[src/rtl/mpq_pkg.sv]
package mpq_pkg;
  localparam int PKT_BYTES = 5;
  localparam int SEL_W     = 3;

  typedef struct packed {
    logic             capture;  // latch encoded report
    logic             push;     // write selected byte to queue
    logic             pop;      // read oldest byte
    logic             zeroRd;   // read of empty queue
    logic             clr;      // empty queue
    logic [SEL_W-1:0] byteSel;  // report byte being pushed
  } mpqStrobes_t;
endpackage

[src/rtl/mpq_encoder.sv]
module mpq_encoder #(
  parameter int MOTION_W = 10
) (
  input  logic [MOTION_W-1:0] dx,
  input  logic [MOTION_W-1:0] dy,
  input  logic                btnLeft,
  input  logic                btnMid,
  input  logic                btnRight,
  output logic [4:0][7:0]     pkt
);
  localparam int EXT_W = MOTION_W + 1;
  localparam logic signed [EXT_W-1:0] POS_LIM = EXT_W'(127);
  localparam logic signed [EXT_W-1:0] NEG_LIM = -POS_LIM;

  logic signed [EXT_W-1:0] dxExt;
  logic signed [EXT_W-1:0] dyNeg;

  function automatic logic [7:0] sat8(input logic signed [EXT_W-1:0] v);
    if (v > POS_LIM) return 8'h7F;
    if (v < NEG_LIM) return 8'h81;
    return v[7:0];
  endfunction

  always_comb begin
    dxExt  = signed'({dx[MOTION_W-1], dx});
    dyNeg  = -signed'({dy[MOTION_W-1], dy});
    pkt[0] = 8'h87 ^ {5'b00000, btnLeft, btnMid, btnRight};
    pkt[1] = sat8(dxExt);
    pkt[2] = sat8(dyNeg);
    pkt[3] = 8'h00;
    pkt[4] = 8'h00;
  end
endmodule

[src/rtl/mpq_ctrl.sv]
module mpq_ctrl
  import mpq_pkg::*;
#(
  parameter int DEPTH_LOG2 = 8
) (
  input  logic                  clk,
  input  logic                  rst_n,
  input  logic                  evtValid,
  input  logic                  rdStrobe,
  input  logic                  clrStrobe,
  output mpqStrobes_t           strobes,
  output logic [DEPTH_LOG2-1:0] wrAddr,
  output logic [DEPTH_LOG2-1:0] rdAddr,
  output logic                  evtReady,
  output logic                  dataAvail
);
  localparam int CNT_W = DEPTH_LOG2 + 1;
  localparam int DEPTH = 1 << DEPTH_LOG2;
  localparam logic [SEL_W-1:0] LAST_SEL = SEL_W'(PKT_BYTES - 1);

  logic             active;
  logic [SEL_W-1:0] byteIdx;
  logic [CNT_W-1:0] fillCnt;
  logic             isFull;
  logic             isEmpty;

  assign isFull  = (fillCnt == CNT_W'(DEPTH));
  assign isEmpty = (fillCnt == '0);

  always_comb begin
    strobes.clr     = clrStrobe;
    strobes.capture = evtValid && !active && !clrStrobe;
    strobes.push    = active && !clrStrobe && !isFull;
    strobes.pop     = rdStrobe && !clrStrobe && !isEmpty;
    strobes.zeroRd  = rdStrobe && !clrStrobe && isEmpty;
    strobes.byteSel = byteIdx;
  end

  // report serializer
  always_ff @(posedge clk or negedge rst_n) begin
    if (!rst_n) begin
      active  <= 1'b0;
      byteIdx <= '0;
    end else if (clrStrobe) begin
      active  <= 1'b0;
      byteIdx <= '0;
    end else if (strobes.capture) begin
      active  <= 1'b1;
      byteIdx <= '0;
    end else if (active) begin
      if (byteIdx == LAST_SEL) begin
        active  <= 1'b0;
        byteIdx <= '0;
      end else begin
        byteIdx <= byteIdx + 1'b1;
      end
    end
  end

  // queue pointers and fill level
  always_ff @(posedge clk or negedge rst_n) begin
    if (!rst_n) begin
      wrAddr  <= '0;
      rdAddr  <= '0;
      fillCnt <= '0;
    end else if (clrStrobe) begin
      wrAddr  <= '0;
      rdAddr  <= '0;
      fillCnt <= '0;
    end else begin
      if (strobes.push) wrAddr <= wrAddr + 1'b1;
      if (strobes.pop)  rdAddr <= rdAddr + 1'b1;
      case ({strobes.push, strobes.pop})
        2'b10:   fillCnt <= fillCnt + 1'b1;
        2'b01:   fillCnt <= fillCnt - 1'b1;
        default: fillCnt <= fillCnt;
      endcase
    end
  end

  assign evtReady  = !active;
  assign dataAvail = !isEmpty;
endmodule

[src/rtl/mpq_datapath.sv]
module mpq_datapath
  import mpq_pkg::*;
#(
  parameter int MOTION_W   = 10,
  parameter int DEPTH_LOG2 = 8
) (
  input  logic                  clk,
  input  logic                  rst_n,
  input  mpqStrobes_t           strobes,
  input  logic [DEPTH_LOG2-1:0] wrAddr,
  input  logic [DEPTH_LOG2-1:0] rdAddr,
  input  logic [MOTION_W-1:0]   evtDx,
  input  logic [MOTION_W-1:0]   evtDy,
  input  logic                  btnLeft,
  input  logic                  btnMid,
  input  logic                  btnRight,
  output logic [7:0]            rdData
);
  localparam int DEPTH = 1 << DEPTH_LOG2;

  logic [4:0][7:0] encPkt;
  logic [4:0][7:0] pktReg;
  logic [7:0]      wrByte;
  logic [7:0]      store [DEPTH];

  mpq_encoder #(.MOTION_W(MOTION_W)) u_enc (
    .dx(evtDx), .dy(evtDy),
    .btnLeft(btnLeft), .btnMid(btnMid), .btnRight(btnRight),
    .pkt(encPkt)
  );

  always_ff @(posedge clk or negedge rst_n) begin
    if (!rst_n)               pktReg <= '0;
    else if (strobes.capture) pktReg <= encPkt;
  end

  assign wrByte = pktReg[strobes.byteSel];

  always_ff @(posedge clk) begin
    if (strobes.push) store[wrAddr] <= wrByte;
  end

  always_ff @(posedge clk or negedge rst_n) begin
    if (!rst_n)              rdData <= 8'h00;
    else if (strobes.pop)    rdData <= store[rdAddr];
    else if (strobes.zeroRd) rdData <= 8'h00;
  end
endmodule

[src/rtl/mouse_pkt_queue.sv]
module mouse_pkt_queue
  import mpq_pkg::*;
#(
  parameter int MOTION_W   = 10,
  parameter int DEPTH_LOG2 = 8
) (
  input  logic                clk,
  input  logic                rst_n,
  input  logic                evtValid,
  output logic                evtReady,
  input  logic [MOTION_W-1:0] evtDx,
  input  logic [MOTION_W-1:0] evtDy,
  input  logic                btnLeft,
  input  logic                btnMid,
  input  logic                btnRight,
  input  logic                rdStrobe,
  output logic [7:0]          rdData,
  output logic                dataAvail,
  input  logic                clrStrobe
);
  mpqStrobes_t           strobes;
  logic [DEPTH_LOG2-1:0] wrAddr;
  logic [DEPTH_LOG2-1:0] rdAddr;

  mpq_ctrl #(.DEPTH_LOG2(DEPTH_LOG2)) u_ctrl (
    .clk(clk), .rst_n(rst_n),
    .evtValid(evtValid), .rdStrobe(rdStrobe), .clrStrobe(clrStrobe),
    .strobes(strobes), .wrAddr(wrAddr), .rdAddr(rdAddr),
    .evtReady(evtReady), .dataAvail(dataAvail)
  );

  mpq_datapath #(.MOTION_W(MOTION_W), .DEPTH_LOG2(DEPTH_LOG2)) u_dp (
    .clk(clk), .rst_n(rst_n), .strobes(strobes),
    .wrAddr(wrAddr), .rdAddr(rdAddr),
    .evtDx(evtDx), .evtDy(evtDy),
    .btnLeft(btnLeft), .btnMid(btnMid), .btnRight(btnRight),
    .rdData(rdData)
  );
endmodule

[config.mk]
export PLATFORM = sky130hd
export DESIGN_NAME = mouse_pkt_queue
export DESIGN_NICKNAME = d
export VERILOG_FILES = /design/src/rtl/mpq_pkg.sv /design/src/rtl/mpq_encoder.sv /design/src/rtl/mpq_ctrl.sv /design/src/rtl/mpq_datapath.sv /design/src/rtl/mouse_pkt_queue.sv
export SDC_FILE = /design/constraint.sdc
export NUM_CORES = 2
export LEC_CHECK = 0
export ABC_AREA = 1
export BUFFER_PORTS_ARGS = -buffer_cell sky130_fd_sc_hd__buf_2
export CORE_ASPECT_RATIO = 0.75
export CORE_MARGIN = 5
export CORE_UTILIZATION = 30
export CTS_CLUSTER_DIAMETER = 120
export DETAILED_ROUTE_END_ITERATION = 10
export GPL_TIMING_DRIVEN = 0
export PLACE_DENSITY = 0.54
export REMOVE_ABC_BUFFERS = 1
export SLEW_MARGIN = 15
export SYNTH_ARGS = -nofsm -noshare
export SYNTH_HDL_FRONTEND = slang
export SYNTH_SLANG_ARGS = --single-unit
[constraint.sdc]
create_clock -name clk -period 18.36 [get_ports clk]
set_input_delay 1.836 -clock clk [delete_from_list [all_inputs] [get_ports clk]]
set_output_delay 1.836 -clock clk [all_outputs]
set_load 0.005 [all_outputs]
Yosys cells after proc, flatten, opt, wreduce, memory -nomap -nowiden. Memory sizes are Yosys's and may differ from the RTL's. Index checks and enable logic that the tools add are counted.

Register bits after elaboration: 57. RAM bits: 2048. Bits of input ports: 28. Output and inout port bits: 10. Logic and storage cells: 77. Memories: 1.

$add $sub $neg: 6. Order comparisons: 5. Equality and inequality tests: 4. Mux-type cells: 34. Bitwise logic cells: 1. Reductions and logical operators: 17.

Memory list: u_dp.store (words 256, bits a word 8, rd ports 1, clocked after memory_dff 0, wr ports 1, RTL line mpq_datapath.sv:24) `logic [7:0] store [DEPTH];`.

Operator list (count): 8-bit 2-to-1 mux (15); 8-bit binary-select mux with 3-bit select (1); 9-bit one-hot mux with 2 select lines (1); 8-bit by 1-bit adder with 8-bit output, second input constant (2); 1-bit 2-to-1 mux (12); 3-bit 2-to-1 mux (4); 11-bit by 8-bit > comparator with 1-bit output, second input constant (1); 11-bit by 8-bit less-than comparator with 1-bit output, second input constant (1); 10-bit negation with 11-bit output (1); 10-bit by 8-bit > comparator with 1-bit output, second input constant (1); 10-bit by 8-bit less-than comparator with 1-bit output, second input constant (1); 9-bit by 1-bit adder with 9-bit output, second input constant (1); 9-bit equality test, second input constant (1); 9-bit logical NOT (1); 9-bit 2-to-1 mux (1); 9-bit by 1-bit subtractor with 9-bit output, second input constant (1); 1-bit logical AND (7); 2-bit nonzero test (3); 3-bit nonzero test (2); 1-bit logical NOT (4); 3-bit by 4-bit less-than comparator with 1-bit output, second input constant (1); 3-bit inverter with 4-bit output (1); 3-bit by 1-bit adder with 3-bit output, second input constant (1); 3-bit equality test, second input constant (1); other kinds (2) (2).

Logic depth before layout (Yosys ltp).
Word-level depth: 6. Gate-level depth with buffers: 20. Mapped depth without buffers: 19.

Hierarchy. Synthesis repeated with hierarchy kept, for this count alone.

Cells, all modules: 7661. Area, all modules: 88209.6 um^2.

Modules (own cells, without submodules): mpq_datapath (instances 1, cells an instance 7293, area each 85559.6 um^2, sequential area each 62700.1 um^2); mpq_ctrl (instances 1, cells an instance 219, area each 1853.0 um^2, sequential area each 725.7 um^2); mpq_encoder (instances 1, cells an instance 149, area each 797.0 um^2, sequential area each 0.0 um^2).

Worst setup path after synthesis. Ideal clock, no wire load.

Path kind: register to register. From: reg u_ctrl.byteIdx[1]. To: mem u_dp.store[0][0], data pin. Setup time: 1.574 ns. Arrival time: 7.837 ns. Required time: 16.786 ns. Path slack: 8.949 ns. Cell stages (with the launch flop): 5. Path buffers: 0. Clock period less this slack: 9.411 ns. Path through: dfrtp_1 > clkinv_1 > nor2_1 > nand2_1 > a21oi_1.

Longest elaborated chain between the ends: 2.

Ends and longest elaborated chain: from (decl) (RTL line mpq_ctrl.sv:22) `logic [SEL_W-1:0] byteIdx;`; from (signal assigned) (RTL line mpq_ctrl.sv:55) `byteIdx <= byteIdx + 1'b1;`; 8-bit binary-select mux with 3-bit select (RTL line mpq_datapath.sv:37) `assign wrByte = pktReg[strobes.byteSel];`; 8-bit 2-to-1 mux (implied by the code) (RTL line mpq_datapath.sv:37); named net u_dp.wrByte[0] (RTL line mpq_datapath.sv:23) `logic [7:0] wrByte;`; to (decl) (RTL line mpq_datapath.sv:24).

The timed path passes the listed nets, and every way through them passes these cells. The select of a mux whose other input is x is not followed.

Worst setup path in the final report.
From: reg u_ctrl.rdAddr[0]. To: reg u_dp.rdData[6].

Longest elaborated chain between the ends: 2.

Ends and longest elaborated chain: from (decl) (RTL line mpq_ctrl.sv:13) `output logic [DEPTH_LOG2-1:0] rdAddr,`; from (signal assigned) (RTL line mpq_ctrl.sv:72) `if (strobes.pop) rdAddr <= rdAddr + 1'b1;`; memory 256 x 8 bit; 8-bit 2-to-1 mux (RTL line mpq_datapath.sv:45) `else if (strobes.pop) rdData <= store[rdAddr];`; to (signal assigned) (RTL line mpq_datapath.sv:45); to (decl) (RTL line mpq_datapath.sv:17) `output logic [7:0] rdData`.

Every way passes these cells. A chain may end at the register's enable or synchronous reset.

==> summary.md <==
The tools report the residual overflow from global routing as 0. The switching fraction of total power works out to 0.334. The floorplan step defined a core boundary enclosing 0.290 mm2.

The final routed wirelength across all metal layers came out at 243,000 um. Compared with the post-synthesis result, the final layout area differs by 14.7%. Once the clock tree was built, the resizer swapped 0 gates to a different size. The run gives 0.419 as the part of the total power dissipated in sequential elements.

For the combinational group share of total power, the log shows 0.280. For this run, the detailed router's first-pass iteration total came to 6. First-pass GRT wire length: 358,000 um.

The tools report the first element of the critical path as u_ctrl.rdAddr[0]. The top cell type's share of synthesized area is 0.703. For the total power draw, the log shows 13.2 mW. Dividing total power by cell area gives a power density of 131 mW/mm2.

Setup violations remaining at the end of the flow were counted as 0. The run gives 0.301 as the clock share of power. Hold timing on the final database bottoms out at a slack of 0.460 ns. The final clock period utilization by the worst path is 0.289. The logs give 0.720 for the post-synthesis sequential area ratio and 53,549 for the via count of the first global-routing pass. The routed length per instance works out to 20.9 um. The post-layout minimum cycle time is 5.31 ns. For this run, design rule violations remaining after detail routing come to 0. Maximum number of buffers from clock root to sink: 4.

The synthesized design contains 2,105 register bits. The starting utilization of the core area is 0.302. For the number of warnings reported in the yosys synthesis log, the log shows 0. The mean number of vias per cell is 4.93, and the reported max-cap violation count is 0. In this run the core area contains 171 standard-cell rows. The die covers 0.302 mm2. Internal power comes to 8.76 mW. Y dimension of the die: 477 um. The run gives 11,651 as the count of placed standard cells in the final layout, fillers left out. The worst max-slew margin expressed relative to the limit was 0.258; the data arrival time of the critical path was 6.09 ns.

The largest fanout of any net on the critical path is 132. Setup repair after global routing left no endpoint under its margin. At the end of routability-driven placement, the weighted congestion stood at 0.831.

After the first detailed-routing iteration, the DRC count stood at 6,195. The run gives 4 as the CTS H-tree depth. STA classifies the critical path startpoint as a register. The cell count after placement came out at 11,296.

Class of the tightest hold or removal check: reg2reg. The number of cells on the worst reg-to-reg path is 18. Along the worst hold path, the cell count comes to 2. For this design, the CTS-stage hold fixing added 0 buffers.

The share of layout cells above drive strength 1 works out to 0.0672. The run gives 0.155 as the global router's overall resource usage. Each instance of the synthesized netlist takes up on average 11.4 um2. On the final layout, the worst clock skew is 0.0429 ns. The reported leakage power is 34.4 nW. The critical path start-end classification was reg2reg.

The number of clock buffers added by TritonCTS is 198. Across all layers, the routed design uses 57,406 vias. The transition time at the pin with the least slew margin was 1.11 ns; the top achievable clock speed was 0.188 GHz.

The number of nets in the finished design was 7,644; the width of the chip was 633 um. The run finished with clean final reports. The data required time of the critical path was 19.14 ns; the clock latency on the worst-skew pair was 0.84 ns. The library cell occupying the most area in the post-synthesis netlist is edfxtp_1. The setup check on the worst reg-to-reg path leaves a slack of 13.05 ns. The number of setup buffers added after CTS is 0.

The number of unique standard cell types used by synthesis is 38, and the number of buffers added on ports is 37. TritonCTS built the clock tree. The tools report the number of max-slew violations in the final report as 0. Number of routed nets with antenna violations: 0. For this design the total switching power over the nets is 4.39 mW. The initial antenna violation count was 6; the number of I/O pins was 38. The cell sitting at the root of the clock tree is a clkbuf_16. The endpoint identified for the worst register-to-register timing path is u_dp.rdData[6].

Entering global routing, the biggest net connects 164 pins. Clock-pin slew was measured on the worst setup and hold paths at 0.06 ns. Endpoint kind of the worst setup timing path: a register. For the final standard cell utilization of the core, the log shows 0.346. In this run the critical register-to-register path is launched from u_ctrl.rdAddr[0]. The mapped netlist covers 0.0874 mm2.

Counting every sink on the clock net gives 2,105. Following the worst setup path forward leads to its endpoint at u_dp.rdData[6]. Across the VDD grid, the largest voltage drop is 0.000102 V. The run gives 0 as the hold violation total from the final report. Ranked by total cell area, the synthesized netlist is headed by edfxtp_1, nor2_1, nand2_1.

The synthesized instance count came out at 7,659. The final HPWL from detailed placement is 155,000 um.
worst min path at each step:
stage	from	endpoint	slack, ns
2_1_floorplan	u_dp.pktReg[7]	u_dp.pktReg[7]	0.42
3_3_place_gp	u_dp.pktReg[7]	u_dp.pktReg[7]	0.44
3_5_place_dp	u_dp.pktReg[7]	u_dp.pktReg[7]	0.45
4_1_cts	u_dp.pktReg[7]	u_dp.pktReg[7]	0.46
5_1_grt	u_dp.pktReg[7]	u_dp.pktReg[7]	0.50
6_report	u_dp.pktReg[7]	u_dp.pktReg[7]	0.46
cell usage in the layout (no fill, tap or decap), types with 12 or more instances in the layout:
cell type,count
edfxtp_1,2048
dfrtp_1,52
clkinv_1,43
clkinv_2,31
buf_12,36
clkbuf_1,60
buf_8,20
buf_2,36
inv_1,201
clkbuf_16,202
o211ai_1,80
ha_1,12
nor2_1,1604
buf_6,40
nor3_1,161
nand2_1,1294
o21ai_1,150
o21ai_0,590
nand3_1,784
a21oi_1,116
nand4_1,19
buf_16,99
power by group through the flow:
stage	sequential, mW	clock [mW]	combinational (mW)
2_1_floorplan	5.97	0	2.61
3_3_place_gp	6.24	0	3.28
3_5_place_dp	5.61	0	3.66
4_1_cts	5.51	4.02	3.67
5_1_grt	5.51	4.24	4.07
6_report	5.51	3.95	3.69
per-stage QoR:
step           area, um2  setup TNS (ns)  setup slack, ns
6_report          100000               0            13.05
5_1_grt           100000               0            12.83
4_1_cts           100000               0            13.15
3_5_place_dp       94200               0            12.87
3_3_place_gp       89800        -5918.06          -114.13
2_1_floorplan      84800         -260.67           -32.10
flip-flops by register name (all words and copies together) (netlist names):
name	flops
u_ctrl.fillCnt	9
u_dp.store	2048
u_ctrl.active	1
u_dp.pktReg	20
u_dp.rdData	8
u_ctrl.rdAddr	8
u_ctrl.byteIdx	3
u_ctrl.wrAddr	8
metal layers:
metal / global-route usage / wire length, um / up-vias
li1: - / - / 26655
met4: 0.0334 / 5420 / 2
met5: 0 / 176 / -
met2: 0.230 / 105000 / 2062
met3: 0.0324 / 20100 / 338
met1: 0.233 / 112000 / 28349
synthesized netlist by cell type:
library cell / instances
o211ai_1: 80
a31oi_1: 6
o21a_1: 1
o22ai_1: 4
a31o_2: 1
nand2_2: 2
nand2_1: 1294
xor2_1: 5
nand2_4: 1
inv_1: 203
clkbuf_2: 1
nor4_1: 1
dfrtp_1: 57
buf_6: 56
a21oi_1: 125
nor2_2: 1
o32ai_1: 1
xnor2_1: 2
nand3_1: 784
buf_1: 36
buf_4: 41
nand3b_1: 1
o21ai_1: 150
o21ai_0: 590
a32o_1: 1
clkinv_1: 7
buf_8: 3
or2_2: 1
nor2_1: 1605
edfxtp_1: 2048
nand4_1: 19
nor3_1: 164
buf_12: 1
inv_2: 3
inv_4: 1
ha_1: 12
clkbuf_1: 196
buf_2: 155
area by class of cell:
class	count	area, um2
well taps	3892	4870
flip-flops and latches	2105	62900
inverters	214	841
clock inverters	85	656
repair buffers	234	4400
clock buffers	268	5360
diodes	2	5.00
multi-input cells	4851	21200
fillers	28367	189000
cells by family after synthesis:
family | count (synthesis) | synth area share
simple gates | 3873 | 0.181
flops | 2105 | 0.720
compound gates | 959 | 0.0575
buf+inv | 703 | 0.0396
fa+ha+maj | 12 | 0.00172
xor+xnor | 7 | 0.000701
critical path, stage by stage (launching register included):
cell	delay [ns]
dfrtp_4	0.73
buf_12	0.29
buf_16	0.23
inv_8	0.36
buf_16	0.34
buf_16	0.35
buf_16	0.38
nand2_1	0.11
nand3_1	0.10
nand3_1	0.08
nand3_1	0.21
nand3_1	0.31
nand2_1	0.23
nand2_1	0.20
nand3_1	0.18
nand2_1	0.22
nand2_1	0.13
nand3_1	0.13
nand2_1	0.08
(Power assumes the default switching activity.)
